## src/rtl/dfp_pkg.sv

```systemverilog
package dfp_pkg;
  localparam int DIGIT_W = 4;

  function automatic logic [DIGIT_W-1:0] nines_digit(input logic [DIGIT_W-1:0] d);
    return 4'd9 - d;
  endfunction
endpackage

```

## src/rtl/bcd_digit_add.sv

```systemverilog
module bcd_digit_add
  import dfp_pkg::*;
(
  input  logic [DIGIT_W-1:0] x,
  input  logic [DIGIT_W-1:0] y,
  input  logic               ci,
  output logic [DIGIT_W-1:0] s,
  output logic               co
);
  logic [DIGIT_W:0] raw;
  logic [DIGIT_W:0] fixed;

  always_comb begin
    raw   = {1'b0, x} + {1'b0, y} + {{DIGIT_W{1'b0}}, ci};
    co    = (raw > 5'd9);
    fixed = co ? raw + 5'd6 : raw;
    s     = fixed[DIGIT_W-1:0];
  end
endmodule

```

## src/rtl/bcd_adder.sv

```systemverilog
module bcd_adder
  import dfp_pkg::*;
#(
  parameter int NDIG = 17
) (
  input  logic [DIGIT_W*NDIG-1:0] x,
  input  logic [DIGIT_W*NDIG-1:0] y,
  input  logic                    ci,
  output logic [DIGIT_W*NDIG-1:0] s,
  output logic                    co
);
  logic [NDIG:0] chain;
  assign chain[0] = ci;

  for (genvar g = 0; g < NDIG; g++) begin : g_dig
    bcd_digit_add u_dig (
      .x  (x[DIGIT_W*g +: DIGIT_W]),
      .y  (y[DIGIT_W*g +: DIGIT_W]),
      .ci (chain[g]),
      .s  (s[DIGIT_W*g +: DIGIT_W]),
      .co (chain[g+1])
    );
  end

  assign co = chain[NDIG];
endmodule

```

## src/rtl/dfp_align.sv

```systemverilog
module dfp_align
  import dfp_pkg::*;
#(
  parameter int DIGITS = 16,
  parameter int EXP_W  = 10
) (
  input  logic                        a_sign,
  input  logic [EXP_W-1:0]            a_exp,
  input  logic [DIGIT_W*DIGITS-1:0]   a_sig,
  input  logic                        b_sign,
  input  logic [EXP_W-1:0]            b_exp,
  input  logic [DIGIT_W*DIGITS-1:0]   b_sig,
  output logic                        l_sign,
  output logic [EXP_W-1:0]            l_exp,
  output logic [DIGIT_W*(DIGITS+1)-1:0] l_frame,
  output logic [DIGIT_W*(DIGITS+1)-1:0] s_frame
);
  localparam int FRAME   = DIGITS + 1;
  localparam int FRAME_W = DIGIT_W * FRAME;
  localparam int SH_W    = $clog2(FRAME);
  localparam logic [EXP_W-1:0] FRAME_E = EXP_W'(FRAME);

  logic                       swap;
  logic [EXP_W-1:0]           diff;
  logic [DIGIT_W*DIGITS-1:0]  small_sig;
  logic [FRAME_W-1:0]         stage [SH_W+1];

  always_comb begin
    swap      = (b_exp > a_exp);
    diff      = swap ? (b_exp - a_exp) : (a_exp - b_exp);
    l_sign    = swap ? b_sign : a_sign;
    l_exp     = swap ? b_exp  : a_exp;
    l_frame   = {{DIGIT_W{1'b0}}, (swap ? b_sig : a_sig)};
    small_sig = swap ? a_sig : b_sig;
  end

  assign stage[0] = {{DIGIT_W{1'b0}}, small_sig};
  for (genvar k = 0; k < SH_W; k++) begin : g_shift
    assign stage[k+1] = diff[k] ? (stage[k] >> (DIGIT_W << k)) : stage[k];
  end

  assign s_frame = (diff >= FRAME_E) ? '0 : stage[SH_W];
endmodule

```

## src/rtl/dfp_addsub.sv

```systemverilog
module dfp_addsub
  import dfp_pkg::*;
#(
  parameter int DIGITS = 16,
  parameter int EXP_W  = 10
) (
  input  logic                       clk,
  input  logic                       rst,
  input  logic                       in_valid,
  input  logic                       op_sub,
  input  logic                       a_sign,
  input  logic [EXP_W-1:0]           a_exp,
  input  logic [DIGIT_W*DIGITS-1:0]  a_sig,
  input  logic                       b_sign,
  input  logic [EXP_W-1:0]           b_exp,
  input  logic [DIGIT_W*DIGITS-1:0]  b_sig,
  output logic                       out_valid,
  output logic                       r_sign,
  output logic [EXP_W-1:0]           r_exp,
  output logic [DIGIT_W*DIGITS-1:0]  r_sig
);
  localparam int FRAME   = DIGITS + 1;
  localparam int FRAME_W = DIGIT_W * FRAME;
  localparam int SIG_W   = DIGIT_W * DIGITS;
  localparam logic [EXP_W-1:0] FRAME_E = EXP_W'(FRAME);

  function automatic logic [FRAME_W-1:0] nines_frame(input logic [FRAME_W-1:0] v);
    logic [FRAME_W-1:0] o;
    for (int i = 0; i < FRAME; i++) o[DIGIT_W*i +: DIGIT_W] = nines_digit(v[DIGIT_W*i +: DIGIT_W]);
    return o;
  endfunction

  // effective operation
  logic b_sign_eff, eff_sub;
  assign b_sign_eff = b_sign ^ op_sub;
  assign eff_sub    = a_sign ^ b_sign_eff;

  logic               l_sign;
  logic [EXP_W-1:0]   l_exp;
  logic [FRAME_W-1:0] l_frame, s_frame;

  dfp_align #(.DIGITS(DIGITS), .EXP_W(EXP_W)) u_align (
    .a_sign (a_sign), .a_exp (a_exp), .a_sig (a_sig),
    .b_sign (b_sign_eff), .b_exp (b_exp), .b_sig (b_sig),
    .l_sign (l_sign), .l_exp (l_exp), .l_frame (l_frame), .s_frame (s_frame)
  );

  // main add or nine's-complement subtract
  logic [FRAME_W-1:0] addend, raw, neg, mag;
  logic               c_main, c_neg, borrow, top_digit;

  assign addend = eff_sub ? nines_frame(s_frame) : s_frame;

  bcd_adder #(.NDIG(FRAME)) u_main (
    .x (l_frame), .y (addend), .ci (eff_sub), .s (raw), .co (c_main)
  );

  // ten's complement path for a borrowing subtraction
  bcd_adder #(.NDIG(FRAME)) u_recomp (
    .x (nines_frame(raw)), .y ('0), .ci (1'b1), .s (neg), .co (c_neg)
  );

  logic [SIG_W-1:0] res_sig;
  logic [EXP_W-1:0] res_exp;
  logic             res_sign;

  always_comb begin
    borrow    = eff_sub & ~c_main;
    mag       = borrow ? neg : raw;
    top_digit = |mag[FRAME_W-1 -: DIGIT_W];
    res_sig   = top_digit ? mag[FRAME_W-1:DIGIT_W] : mag[SIG_W-1:0];
    res_exp   = l_exp + {{(EXP_W-1){1'b0}}, top_digit};
    res_sign  = l_sign ^ borrow;
  end

  always_ff @(posedge clk) begin
    if (rst) begin
      out_valid <= 1'b0;
      r_sign    <= 1'b0;
      r_exp     <= '0;
      r_sig     <= '0;
    end else begin
      out_valid <= in_valid;
      if (in_valid) begin
        r_sign <= res_sign;
        r_exp  <= res_exp;
        r_sig  <= res_sig;
      end
    end
  end

  // ---------------- assertions ----------------
  assert_valid_follow_R9: assert property (@(posedge clk) disable iff (rst)
    out_valid |-> $past(in_valid));

  assert_large_exp_R2: assert property (@(posedge clk) disable iff (rst)
    in_valid |-> (l_exp >= a_exp && l_exp >= b_exp));

  assert_flush_R4: assert property (@(posedge clk) disable iff (rst)
    (in_valid && ((a_exp > b_exp ? a_exp - b_exp : b_exp - a_exp) >= FRAME_E)) |-> (s_frame == '0));

  assert_sub_narrow_R6: assert property (@(posedge clk) disable iff (rst)
    (in_valid && eff_sub) |-> (mag[FRAME_W-1 -: DIGIT_W] == '0));

  assert_recomp_no_wrap_R8: assert property (@(posedge clk) disable iff (rst)
    (in_valid && borrow) |-> !c_neg);

  assert_exp_step_R6: assert property (@(posedge clk) disable iff (rst)
    out_valid |-> ((r_exp - $past(l_exp)) <= EXP_W'(1)));
endmodule

```

## config.mk

```make
export PLATFORM = sky130hd
export DESIGN_NAME = dfp_addsub
export DESIGN_NICKNAME = d
export VERILOG_FILES = /design/src/rtl/dfp_pkg.sv /design/src/rtl/bcd_digit_add.sv /design/src/rtl/bcd_adder.sv /design/src/rtl/dfp_align.sv /design/src/rtl/dfp_addsub.sv
export SDC_FILE = /design/constraint.sdc
export NUM_CORES = 1
export LEC_CHECK = 0
export BUFFER_PORTS_ARGS = -buffer_cell sky130_fd_sc_hd__clkbuf_2
export CAP_MARGIN = 0
export CORE_MARGIN = 3
export CORE_UTILIZATION = 56
export CTS_BUF_LIST = sky130_fd_sc_hd__clkbuf_2
export CTS_CLUSTER_DIAMETER = 80
export DETAILED_ROUTE_END_ITERATION = 10
export PLACE_DENSITY = 0.83
export SLEW_MARGIN = 20
export SYNTH_ARGS = -nofsm -noshare
export SYNTH_HDL_FRONTEND = slang
export SYNTH_SLANG_ARGS = --single-unit
```

## constraint.sdc

```tcl
create_clock -name clk -period 104.2 [get_ports clk]
set_input_delay 20.84 -clock clk [delete_from_list [all_inputs] [get_ports clk]]
set_output_delay 20.84 -clock clk [all_outputs]
set_load 0.1 [all_outputs]
```

# Word level (Yosys, flattened, before mapping)
# Cells that the tools add are included.
[totals]
regBits = 76
in_bits = 154
out_inout_bits = 76
elab_cells = 215
[classes]
addsub = 121
order_cmp = 36
muxes = 48
bitwise = 5
n_reduce_logical = 1
[op_table]
columns = ["operator", "n"]
rows = [
  ["68-bit 2-to-1 mux", 7],
  ["64-bit 2-to-1 mux", 4],
  ["5-bit by 4-bit greater-than comparator with 1-bit output, second input constant", 34],
  ["4-bit by 3-bit adder with 4-bit output, second input constant", 34],
  ["4-bit 2-to-1 mux", 34],
  ["4-bit subtractor, first input constant", 34],
  ["4-bit by 1-bit adder with 5-bit output", 17],
  ["4-bit by 4-bit adder with 5-bit output", 16],
  ["5-bit by 1-bit adder with 5-bit output", 16],
  ["10-bit 2-to-1 mux", 2],
  ["10-bit subtractor", 2],
  ["10-bit by 1-bit adder with 10-bit output", 1],
  ["10-bit by 5-bit greater-or-equal comparator with 1-bit output, second input constant", 1],
  ["10-bit greater-than comparator", 1],
  ["4-bit by 1-bit adder with 5-bit output, second input constant", 1],
  ["4-bit OR reduction", 1],
  ["1-bit XOR", 3],
  ["1-bit AND", 1],
  ["1-bit 2-to-1 mux", 1],
  ["1-bit NOT", 1],
]

# Depth between registers and ports, before layout
# Gate-level depths: netlist (run 1).
[logic_depth]
depth_word = 53
mapped_depth = 202
mapped_depth_nobuf = 198

# By module
# Synthesis (run 1) repeated with hierarchy kept, for this count alone.
[unflattened]
cells_unflattened = 2712
area_unflattened_um2 = 20794.9
[by_module_without_submodules]
columns = ["module", "n_inst", "cells_per_inst", "area_each_um2"]
rows = [
  ["dfp_addsub", 1, 872, 7478.4],
  ["bcd_digit_add", 34, 22, 211.5],
  ["dfp_align", 1, 1092, 6127.1],
]

# Worst setup path after synthesis (run 1)
# Ideal clock, no wire load.
[synth_path]
path_kind = "in2reg"
start = "input port b_exp[0]"
end = "register r_exp[8]"
arrival_time_ns = 54.716
required_time_ns = 104.072
path_slack_ns = 49.356
cell_stages = 198
path_buffers = 5
path_cell_list = "inv_1 ha_1 fa_1 nand2b_1 a21oi_2 nor3_4 nor2_4 buf_2 buf_1 clkbuf_1 clkbuf_1 nand2_1 nand3_1 a311oi_1 a211oi_1 a21oi_1 nand2b_1 ha_1 (+162 left out) ha_1 o22ai_1 o21ai_0 o21ai_0 a21oi_1 a21oi_1 or3_1 nor2_1 clkinv_1 clkbuf_1 ha_1 ha_1 nor3b_1 nand3_1 nor3_1 xnor2_1 mux2i_1 nor2_1"
[synth_between]
elab_chain_cells = 53
elab_cells_between_ends = 174
cone_classes = "105 x add/sub; 36 x order compare; 30 x mux; 2 x bitwise; 1 x reduce/logical"
[synth_rtl]
columns = ["element", "line_no", "text"]
rows = [
  ["start, declared", "dfp_addsub.sv:15", "input logic [EXP_W-1:0] b_exp,"],
  ["parallel branches: the longest is 52 deep, another holds 10-bit subtractor", "-", ""],
  ["10-bit by 1-bit adder with 10-bit output *", "dfp_addsub.sv:72", "res_exp = l_exp + {{(EXP_W-1){1'b0}}, top_digit};"],
  ["end signal, assigned", "dfp_addsub.sv:86", "r_exp <= res_exp;"],
  ["end, declared", "dfp_addsub.sv:19", "output logic [EXP_W-1:0] r_exp,"],
]
# Mark *: on every way between the ends.
# A chain may end at the register's enable or synchronous reset.

# Worst setup path after layout (run 1)
# Same ends and word-level chain as after synthesis.

==> results.toml, run 1 <==
[grt]
antenna_found_initial = 1
gr-usage-all-layers_pct = 31.84
grt_pass1_wl_mm = 85.76
first_global_vias = 16190
gr-total-overflow = 0
grt_max_degree = 90

[finish]
stdcell_area_um2 = 18500
stdcell_count = 2840
layout-drive-gt1-share_pct = 13.92
area_delta_synth_final_pct = 8.569
layout.nets = 2840

[yosys]
synth.most_common_cell = "nand2_1"
synth_top_area_share_pct = 15.20
synthCells = 2306
synth.avg_cell_area_um2 = 7.389
synth_area_leaders = "ha_1 15%, mux2i_1 13%, dfxtp_1 8.9%"
yosys-top-cells-count = "347 x nand2_1, 223 x mux2i_1, 207 x ha_1, 197 x nor2_1, 146 x inv_1"
ys_seq_area_share_pct = 8.929
ys_ff_latch = 76
synth_edf_count = 0
synthArstFlopShare_pct = 0
yosysTopAreaCell = "ha_1"
yosysWarnings = 0
ys_types = 84
synth_nets = 2702
synth_flop_cell = "dfxtp_1"
syn_area_um2 = 17040

[critical_path]
cp-start-kind = "input pin"
crit_top_cell = "ha_1"
worstPathRequired_ps = 104660
cpPeakStageDelay_ps = 930
critical_path_class = "in2reg"
r2r_slack_ps = 102950
worstPathArrival_ps = 62940
cp-end-kind = "flip-flop"
slowest_stage = "buf_4"
critPathTopFamily = "adder cells"
crit_fanout = 89
reg2reg_depth = 4
rr_endpoint = "r_sig[2]"
cp_num_buf_inv = 22
rr_startpoint = "r_sig[2]"

[timing]
grt_setup_unrepaired = "no"
fin_crit_ps = 62480
period_share_pct = 59.97
worstMarginPinSlew_ps = 1077
relSlewSlack_pct = 28.17
report.final.slew_viol_count = 0
skew_ps = 0
clock.fmax_ghz = 0.01600
fin_ws_ps = 41720
setup_tns_ps = 0
finalHoldViolations = 0
setup_viol = 0

[die]
io_pins = 230
core_um2 = 29800
rows = 63
die_area_um2 = 32560
start_util_pct = 57.19
die_h_um = 180.4
chipWidth_um = 180.4

[place]
dp_slack_ps = 42180
place_area_um2 = 18380
place.gp.congestion = 0.9910
hpwlAfterDp_mm = 45.00
io_buffer_count = 229
dp_cells = 2823

[clock_network]
cts.sinks = 76
htree_levels = 3
cts-resized-gates = 0
cts_made_buffers = 9
cts-hold-fix-buffers = 0
cts_tree = "built"
clock_latency_ps = 580
cts_buffer_depth = 2
root_buffer = "clkbuf_2"
cts_setup_buffers = 0
cts.clk_slew.worst_paths_ps = 220

[hold_path]
hold_depth = 2
hp-start = "r_sig[9]"
min_to = "r_sig[9]"
hold_path.class = "reg2reg"

[detailed_routing]
wirelength_mm = 54.59
num_vias = 17340
drt-initial-drc-count = 1580
firstDrtPassIters = 7
wire_per_inst_um = 19.22
via_per_inst = 6.104
final_antenna_net_count = 0
drc = 0

[run_status]
outcome = "completed"

[job]
maxCapViolations = 0
tightest hold or removal path: stages (launching register included):
cell,delay (ps)
dfxtp_1,350
nand2b_1,60
a21oi_1,50
worst max path at each step:
stage	from	endpoint	depth (start not counted)
2_1_floorplan	b_exp[0]	r_exp[8]	198
3_3_place_gp	b_exp[0]	r_exp[8]	195
3_5_place_dp	b_exp[0]	r_exp[8]	193
4_1_cts	b_exp[0]	r_exp[8]	194
5_1_grt	b_exp[0]	r_exp[8]	195
6_report	b_exp[0]	r_exp[8]	193
cells in the final DEF (no fill, tap or decap), types with 33 or more instances in the layout:
cell and instances:
clkbuf_2 237, or3_1 38, o21ai_0 97, nor2_1 194, ha_1 206, nand3_1 73
fa_1 35, nor2b_1 38, a211oi_1 73, inv_1 146, nand2b_1 33, dfxtp_1 76
xnor2_1 63, xor2_1 92, mux2i_1 222, a21oi_1 132, nand2_1 346
cells by family (layout without fill, tap and decap cells):
logic type               after synthesis  in the layout  synth area share (%)
flip-flops                            76             76                 8.929
AO/OA/AOI/OAI                        461            461                 17.37
other                                  0              1                     0
adder cells (fa/ha/maj)              242            242                 19.31
multiplexers                         270            270                 17.48
buffers and inverters                269            412                 6.168
XOR/XNOR                             158            158                 8.297
AND/OR/NAND/NOR                      830            830                 22.45
per-layer routing:
layer	GRT usage (%)	vias to the layer above	share of wire, %
met2	48.91	866	42
met3	2.907	108	8.7
met5	0	-	0
met1	46.89	8036	46
met4	10.53	0	3.7
li1	-	8326	-
registers in the layout, indices dropped and copies added, names as in the netlist:
register   count
r_sign         1
out_valid      1
r_sig         64
r_exp         10
layout make-up:
class | count | area (um^2)
fill | 2713 | 11300
tap | 390 | 488.0
clock inverter | 7 | 75.07
sequential | 76 | 1521
clock buffer | 9 | 45.04
timing repair buffer | 246 | 1276
antenna | 1 | 2.502
inverter | 150 | 563.0
multi-input combinational | 1961 | 14530
stage by stage:
step	hold slack, ps	util [%]
2_1_floorplan	914.7	-
3_3_place_gp	456.9	61.66
3_5_place_dp	466.4	61.68
4_1_cts	489.4	62.08
5_1_grt	518.1	62.09
6_report	487.2	62.09
Power of run 1 is not shown: default switching activity piles up to over one toggle a cycle in this logic, so the estimate is an artifact.
==> run 2, diff against run 1 <==
--- a/config.mk
+++ b/config.mk
@@ -12,7 +12,7 @@
 export CTS_BUF_LIST = sky130_fd_sc_hd__clkbuf_2
 export CTS_CLUSTER_DIAMETER = 80
 export DETAILED_ROUTE_END_ITERATION = 10
-export PLACE_DENSITY = 0.83
+export PLACE_DENSITY = 0.86
 export SLEW_MARGIN = 20
 export SYNTH_ARGS = -nofsm -noshare
 export SYNTH_HDL_FRONTEND = slang
==> constraint.sdc (replaced) <==
create_clock -name clk -period 55 [get_ports clk]
set_input_delay 11 -clock clk [delete_from_list [all_inputs] [get_ports clk]]
set_output_delay 11 -clock clk [all_outputs]
set_load 0.1 [all_outputs]
==> run 2 against run 1 <==
Against the previous run:
- non-clock buffer count rose by 2
- count of clock-buffer cells in the layout rose by 2
- clock skew did not move
- worst hold slack barely moved
- via count barely moved
- flip-flop and latch count did not move
==> results.toml, run 2 (synthesis results as in run 1) <==
[critical_path]
cp_num_buf_inv = 22
worstPathArrival_ps = 52310
cpPeakStageDelay_ps = 550
cp-start-kind = "input pin"
cp-end-kind = "flip-flop"
rr_startpoint = "r_sig[2]"
crit_top_cell = "ha_1"
reg2reg_depth = 4
crit_fanout = 62
rr_endpoint = "r_sig[2]"
r2r_slack_ps = 53740
critPathTopFamily = "adder cells"
worstPathRequired_ps = 55460
critical_path_class = "in2reg"
slowest_stage = "fa_1"

[finish]
reg_top3 = "r_sig x64, r_exp x10"
largest_register_ffs = 64
mostFrequentLayoutCells = "346 x nand2_1, 239 x clkbuf_2, 222 x mux2i_1"
area_delta_synth_final_pct = 8.672
stdcell_area_um2 = 18520
layout.nets = 2842
final_common_cell = "nand2_1"
stdcell_count = 2842
largest_register = "r_sig"
layout-drive-gt1-share_pct = 14.08

[hold_path]
hold_path.class = "reg2reg"
hp-start = "r_sig[49]"
hold_depth = 2
min_to = "r_sig[49]"

[timing]
skew_ps = 0
relSlewSlack_pct = 38.89
setup_viol = 0
period_share_pct = 94.28
worstMarginPinSlew_ps = 909.6
fin_crit_ps = 51850
clock.fmax_ghz = 0.01929
report.final.slew_viol_count = 0
finalHoldViolations = 0
grt_setup_unrepaired = "no"
setup_tns_ps = 0

[die]
die_h_um = 180.4
io_pins = 230
die_area_um2 = 32560
core_um2 = 29800
rows = 63
start_util_pct = 57.19
chipWidth_um = 180.4

[detailed_routing]
drc = 0
wire_per_inst_um = 19.33
num_vias = 17320
drt-initial-drc-count = 1784
wirelength_mm = 54.94
firstDrtPassIters = 6
final_antenna_net_count = 0
via_per_inst = 6.094

[grt]
gr-usage-all-layers_pct = 32.20
grt_max_degree = 77
antenna_found_initial = 1
grt_pass1_wl_mm = 87.03
gr-total-overflow = 0
first_global_vias = 16380

[clock_network]
cts_made_buffers = 9
root_buffer = "clkbuf_2"
cts_tree = "built"
clock_latency_ps = 570
cts.sinks = 76
htree_levels = 3
cts-hold-fix-buffers = 0
cts_buffer_depth = 2
cts.clk_slew.worst_paths_ps = 220

[place]
hpwlAfterDp_mm = 45.47
io_buffer_count = 229
dp_cells = 2824
place.gp.congestion = 1.042
place_area_um2 = 18370

[job]
maxCapViolations = 0

[run_status]
outcome = "completed"
==> run 2: cell count changes in the layout (fill, tap and decap cells not counted) <==
cell	before	now
clkinv_4	2	0
buf_4	18	17
clkinvlp_4	2	4
clkbuf_2	237	239
buf_6	0	3
mux2i_2	0	1
mux2i_4	1	0
clkinv_1	2	0
==> run 2: layout make-up <==
type                            count  area (um^2)
Fill cell                        2704        11280
Antenna cell                        1        2.502
Sequential cell                    76         1521
Timing Repair Buffer              248         1303
Clock inverter                      5        61.31
Clock buffer                       11        55.05
Inverter                          150        566.8
Multi-Input combinational cell   1961        14520
Tap cell                          390        488.0
==> run 2: worst register-to-register path: cells and delay by family, from the launching register on <==
family | cells | cell delay [ps]
simple gates | 1 | 130
flops | 1 | 380
compound gates | 3 | 700
==> run 2: how the worst max path moves through the flow <==
stage	start	to	slack (ps)	cells past startpoint
2_1_floorplan	b_exp[0]	r_exp[8]	10000	198
3_3_place_gp	b_exp[0]	r_exp[8]	6120	196
3_5_place_dp	b_exp[0]	r_exp[8]	2350	195
4_1_cts	b_exp[0]	r_exp[8]	2900	195
5_1_grt	b_exp[0]	r_exp[8]	90	194
6_report	b_exp[0]	r_exp[8]	3150	195
==> run 2: routing by layer <==
| metal | part of all wire [%] | up-vias | GRT usage [%] |
|---|---|---|---|
| met2 | 43 | 837 | 50.27 |
| met5 | 0 | - | 0 |
| met1 | 45 | 8053 | 46.54 |
| met4 | 3.1 | 0 | 9.856 |
| met3 | 8.7 | 98 | 3.795 |
| li1 | - | 8331 | - |
==> run 2: metrics by stage <==
stage          hold slack (ps)  setup slack [ps]  util (%)
2_1_floorplan            914.7              9996         -
3_3_place_gp             456.1              6120     61.65
3_5_place_dp             469.6              2351     61.65
4_1_cts                  492.2              2900     62.04
5_1_grt                  510.6             88.35     62.15
6_report                 486.9              3147     62.15
==> run 2: timing repair <==
| item | 4_1_cts | 5_1_grt |
|---|---|---|
| endpoints found under the setup margin | 0 | 23 |
| setup buffers | 0 | 1 |
| resized for setup | 0 | 4 |
Power of run 2 is left out for the same reason.
